### src/rtl/fp_list_mover.sv
module fp_list_mover #(
  parameter int NREG = 8,
  parameter int WORD = 32,
  parameter int WPR  = 3,
  parameter int AW   = 32
) (
  input  logic                 clk,
  input  logic                 rst_n,
  input  logic                 start,
  input  logic                 to_mem,
  input  logic                 dyn_list,
  input  logic                 predec,
  input  logic [NREG-1:0]      static_mask,
  input  logic [WORD-1:0]      int_val,
  input  logic [AW-1:0]        base_addr,
  output logic                 mem_req,
  output logic                 mem_we,
  output logic [AW-1:0]        mem_addr,
  output logic [WORD-1:0]      mem_wdata,
  input  logic [WORD-1:0]      mem_rdata,
  input  logic                 mem_ack,
  input  logic                 mem_fault,
  output logic [$clog2(NREG)-1:0] rf_raddr,
  input  logic [WORD*WPR-1:0]  rf_rdata,
  output logic                 rf_we,
  output logic [$clog2(NREG)-1:0] rf_waddr,
  output logic [WORD*WPR-1:0]  rf_wdata,
  output logic                 done,
  output logic                 fault,
  output logic [AW-1:0]        final_addr
);
  localparam int IW   = $clog2(NREG);
  localparam int CW   = $clog2(WPR);
  localparam int RW   = WORD * WPR;
  localparam int STEP = WORD / 8;

  logic            busy_q, predec_q, tomem_q;
  logic [NREG-1:0] pend_q;
  logic [CW-1:0]   wcnt_q;
  logic [AW-1:0]   addr_q;
  logic [RW-1:0]   acc_q;

  logic [NREG-1:0] pick_mask, rev_mask;
  logic [IW-1:0]   first_k, cur_idx;
  logic [CW-1:0]   word_sel;
  int unsigned     word_lo;
  logic [RW-1:0]   acc_next;
  logic            last_word, last_reg;

  assign pick_mask = dyn_list ? int_val[NREG-1:0] : static_mask;

  always_comb begin
    for (int k = 0; k < NREG; k++) rev_mask[k] = pick_mask[NREG-1-k];
  end

  always_comb begin
    first_k = '0;
    for (int k = NREG-1; k >= 0; k--)
      if (pend_q[k]) first_k = IW'(k);
  end

  assign cur_idx  = predec_q ? IW'(NREG-1) - first_k : first_k;
  assign word_sel = predec_q ? CW'(WPR-1) - wcnt_q : wcnt_q;
  assign word_lo  = (WPR - 1 - int'(word_sel)) * WORD;

  always_comb begin
    acc_next = acc_q;
    acc_next[word_lo +: WORD] = mem_rdata;
  end

  assign last_word = (wcnt_q == CW'(WPR-1));
  assign last_reg  = ((pend_q & (pend_q - 1'b1)) == '0);

  assign mem_req    = busy_q;
  assign mem_we     = tomem_q;
  assign mem_addr   = predec_q ? addr_q - AW'(STEP) : addr_q;
  assign mem_wdata  = rf_rdata[word_lo +: WORD];
  assign rf_raddr   = cur_idx;
  assign final_addr = addr_q;

  always_ff @(posedge clk or negedge rst_n) begin
    if (!rst_n) begin
      busy_q   <= 1'b0;
      predec_q <= 1'b0;
      tomem_q  <= 1'b0;
      pend_q   <= '0;
      wcnt_q   <= '0;
      addr_q   <= '0;
      acc_q    <= '0;
      done     <= 1'b0;
      fault    <= 1'b0;
      rf_we    <= 1'b0;
      rf_waddr <= '0;
      rf_wdata <= '0;
    end else begin
      done  <= 1'b0;
      fault <= 1'b0;
      rf_we <= 1'b0;
      if (!busy_q) begin
        if (start) begin
          predec_q <= predec;
          tomem_q  <= to_mem;
          addr_q   <= base_addr;
          wcnt_q   <= '0;
          pend_q   <= rev_mask;
          if (rev_mask == '0) done <= 1'b1;
          else                busy_q <= 1'b1;
        end
      end else if (mem_fault) begin
        busy_q <= 1'b0;
        done   <= 1'b1;
        fault  <= 1'b1;
      end else if (mem_ack) begin
        addr_q <= predec_q ? addr_q - AW'(STEP) : addr_q + AW'(STEP);
        acc_q  <= acc_next;
        if (last_word) begin
          wcnt_q          <= '0;
          pend_q[first_k] <= 1'b0;
          if (!tomem_q) begin
            rf_we    <= 1'b1;
            rf_waddr <= cur_idx;
            rf_wdata <= acc_next;
          end
          if (last_reg) begin
            busy_q <= 1'b0;
            done   <= 1'b1;
          end
        end else begin
          wcnt_q <= wcnt_q + 1'b1;
        end
      end
    end
  end

  // an outstanding request holds until answered
  assert_hold_R8: assert property (@(posedge clk) disable iff (!rst_n)
    (mem_req && !mem_ack && !mem_fault) |=> (mem_req && $stable(mem_addr) && $stable(mem_we)));

  // a fault ends the transfer with done and fault
  assert_fault_stop_R10: assert property (@(posedge clk) disable iff (!rst_n)
    (mem_req && mem_fault) |=> (!mem_req && done && fault));

  // address moves by one word per acknowledged word
  assert_addr_step_R5: assert property (@(posedge clk) disable iff (!rst_n)
    (mem_req && mem_ack && !mem_fault) |=>
      (final_addr == ($past(predec_q) ? $past(mem_addr) : $past(mem_addr) + AW'(STEP))));

  // register writes only follow an acknowledged read
  assert_rf_write_R7: assert property (@(posedge clk) disable iff (!rst_n)
    rf_we |-> $past(mem_req && mem_ack && !mem_fault && !mem_we));

  // start during a transfer does not cut it short
  assert_start_ignored_R11: assert property (@(posedge clk) disable iff (!rst_n)
    (mem_req && start && !mem_ack && !mem_fault) |=> mem_req);

  always_ff @(posedge clk) begin
    if (rst_n) assert_fault_done_R10: assert (!fault || done);
  end
endmodule

### config.mk
export PLATFORM = sky130hd
export DESIGN_NAME = fp_list_mover
export DESIGN_NICKNAME = d
export VERILOG_FILES = /design/src/rtl/fp_list_mover.sv
export SDC_FILE = /design/constraint.sdc
export NUM_CORES = 1
export LEC_CHECK = 0
export ABC_AREA = 1
export BUFFER_PORTS_ARGS = -buffer_cell sky130_fd_sc_hd__buf_2
export CORE_AREA = 2 2 185 169
export CTS_CLUSTER_SIZE = 24
export DETAILED_ROUTE_END_ITERATION = 16
export DIE_AREA = 0 0 187 171
export GPL_TIMING_DRIVEN = 0
export PLACE_DENSITY = 0.81
export SYNTH_ARGS = -nofsm -noshare
export SYNTH_HDL_FRONTEND = slang
export SYNTH_SLANG_ARGS = --single-unit
### constraint.sdc
create_clock -name clk -period 3 [get_ports clk]
set_clock_uncertainty 0.2 [all_clocks]
set_input_delay 0.15 -clock clk [delete_from_list [all_inputs] [get_ports clk]]
set_output_delay 0.15 -clock clk [all_outputs]
set_load 0.02 [all_outputs]
==> impl_metrics.ini <==
[run_status]
outcome = complete, but fails checks
violations = negative hold slack, negative setup slack

[route]
drt_iter0_drc = 1729
ant_nets = 0
vias = 16500
drtPass1Iterations = 6
via_per_inst = 5.58
wl_per_cell_um = 19.6
drt-total-wl_um = 58000
drc = 0

[global_route]
grt_max_degree = 111
grt_antenna_before_repair = 0
use_met2 = 0.546
overflow = 0
grt_pass1_vias = 15500
met3_usage = 0.0636
top_usage_layer = met2
grt_pass1_wl_um = 86400
met1_usage = 0.471
grt_usage = 0.344

[place]
gp_congestion = 1.00
dp_hpwl_um = 40800
portBuffers = 386
dp_cells = 2787

[cts]
h-tree-depth = 1
worstSkewPairLatency_ps = 550
clock_sinks = 243
clock_tree.buffer_depth = 3
clk_pin_slew_ps = 60
cts_tree = built
cts_made_buffers = 27
root_buffer = clkbuf_16

[setup_path]
crit_path_end_kind = primary output
ff2ff_path_depth = 11
r2r_slack_ps = 40
start_kind = flop
r2r-end = acc_q[13]
r2r_start = wcnt_q[1]
crit_fanout = 8
worst-endpoint-arrival_ps = 2760
critPathKind = flop to primary output
cp.required_ps = 2650

[finish]
finalNonFillerCells = 2954
nNetsFinal = 2742
fillers = 2520
synthToLayoutAreaGrowth_pct = 39.5
layout-drive-gt1-share = 0.277
ff_latch_area_um2 = 6080
multi_input_area_um2 = 7680
diodes = 0

[sta]
hold-worst-slack_ps = -4.97
worst_pin_slew_ps = 838
grt_setup_unrepaired = yes
timing.final.crit_share = 1.04
relSlewSlack = 0.441
tns_ps = -1170
final.setup.worst_slack_ps = -114
setup_violations = 26
slew_viol_final = 0
hold_viol = 1
period_minus_slack_ps = 3110
clock.fmax_ghz = 0.321

[pwr]
p_per_area_nw_per_um2 = 931
p_leak_nw = 9.78
ir_drop_v = 0.000723
total_power_mw = 18.4

[synthesis]
ys_ff_latch = 243
synthArstFlopShare = 1.00
synth-edff-count = 0
syn_area_per_cell_um2 = 7.14
synth_top_flop_cell = dfrtp_1
syn_area_um2 = 14200
yosysWarnings = 0
seq_area_frac_synth = 0.428
synth_cell_types = 41
syn_inst = 1990
synth_nets = 2207

[job]
maxCapViolations = 0

[floorplanning]
initial_core_util = 0.469
floorplan.die.width_um = 187
die_area_um2 = 32000
fp.dieH_um = 171
core_area_um2 = 30300
ios = 411
std_cell_rows = 61

[hold_path]
min_to = pend_q[1]
hold_path_startpoint = static_mask[6]
min_path_cells = 7
hold_class = input pin to flop
-- report_power, final --
part           internal [mW]  switching, mW  leakage [nW]
combinational           3.60           6.54          6.11
clock                   2.07           1.47         0.447
sequential              4.18          0.577          3.22
-- sequential cells by signal (all words and copies together) (netlist names) --
signal	count
mem_req	1
predec_q	1
pend_q	8
final_addr	32
rf_we	1
rf_waddr	3
acc_q	96
wcnt_q	2
mem_we	1
rf_wdata	96
done	1
fault	1
-- what timing repair did --
item,4_1_cts,5_1_grt
hold buffers,95,0
setup endpoints to repair,226,141
buffers inserted,12,11
gates cloned,2,3
gates resized for setup,79,116
hold endpoints to repair,339,0
pin swaps,15,28
-- critical path: stages (launching register included) --
cell	delay, ps
dfrtp_2	420
clkinv_4	90
ha_4	280
o21ai_4	80
ha_4	340
or2_4	150
buf_12	150
buf_12	130
nor2_4	40
a2111oi_4	320
buf_4	230
-- worst max-delay path by stage --
stage | start | endpoint | slack (ps) | depth (start not counted)
final | wcnt_q[0] | mem_wdata[27] | -110 | 10
after global placement | rst_n | rf_wdata[46] | -2800 | 1
after detailed placement | predec_q | mem_wdata[25] | -1020 | 11
after CTS | wcnt_q[0] | mem_wdata[15] | -140 | 11
after global routing | wcnt_q[0] | mem_wdata[27] | -150 | 10
after floorplan | wcnt_q[0] | mem_wdata[11] | 20 | 10
-- area by class of cell --
type / count / area share
buffer: 134 / 0.0396
sequential: 243 / 0.307
multi-input combinational: 1469 / 0.388
inverter: 142 / 0.0275
clock inverter: 16 / 0.00998
timing repair buffer: 508 / 0.165
clock buffer: 33 / 0.0367
tap: 409 / 0.0258
-- layout by cell type, fill, tap and decap left out, drive strengths merged --
cell type,instances
or2,1
xnor2,2
dlygate4sd3,93
clkinv,11
clkbuf,92
o21ai,224
o21bai,1
a31oi,1
nand4,9
nand2,710
a2111oi,32
o211ai,5
o22ai,34
o32ai,32
bufinv,4
xor2,9
dfrtp,243
nor4,2
nor3,3
clkinvlp,4
a21oi,48
o31ai,2
inv,139
ha,9
nand3,80
nor2,261
mux2,3
buf,490
and2,1
-- synth_stat cells, types with 8 or more instances --
cell type | n | area (µm²)
a21oi_1 | 47 | 235
nand4_1 | 9 | 56.3
inv_1 | 132 | 495
o22ai_1 | 34 | 213
nor2_1 | 253 | 950
nand3_1 | 78 | 390
nand2_1 | 706 | 2650
o21ai_1 | 40 | 200
buf_2 | 56 | 280
o32ai_2 | 32 | 521
o21ai_0 | 183 | 916
clkbuf_1 | 55 | 206
ha_1 | 9 | 113
dfrtp_1 | 243 | 6080
xor2_1 | 9 | 78.8
inv_2 | 8 | 30.0
buf_4 | 10 | 75.1
a2111oi_0 | 32 | 280
-- metrics by stage --
stage / util / worst slack (ps) / instance area [µm²]
2_1_floorplan: - / 23.9 / 14500
3_3_place_gp: 0.558 / -2800 / 16900
3_5_place_dp: 0.560 / -1020 / 17000
4_1_cts: 0.635 / -138 / 19200
5_1_grt: 0.654 / -147 / 19800
6_report: 0.654 / -114 / 19800
-- layer usage --
metal	vias up	part of all wire	wire length [µm]
met3	166	0.097	5620
li1	7507	-	-
met1	7802	0.41	23700
met2	1010	0.45	26300
met4	0	0.041	2370
met5	-	0	0
-- kinds of logic (layout without fill, tap and decap cells) --
| kind of cell | after synthesis | count (layout) | share of synthesized area |
|---|---|---|---|
| fa+ha+maj | 9 | 9 | 0.00793 |
| buf+inv | 278 | 833 | 0.0845 |
| mux | 3 | 3 | 0.00238 |
| compound gates | 379 | 379 | 0.172 |
| xor+xnor | 11 | 11 | 0.00811 |
| flops | 243 | 243 | 0.428 |
| simple gates | 1067 | 1067 | 0.296 |
No activity file was read; power rests on OpenSTA's default activity.
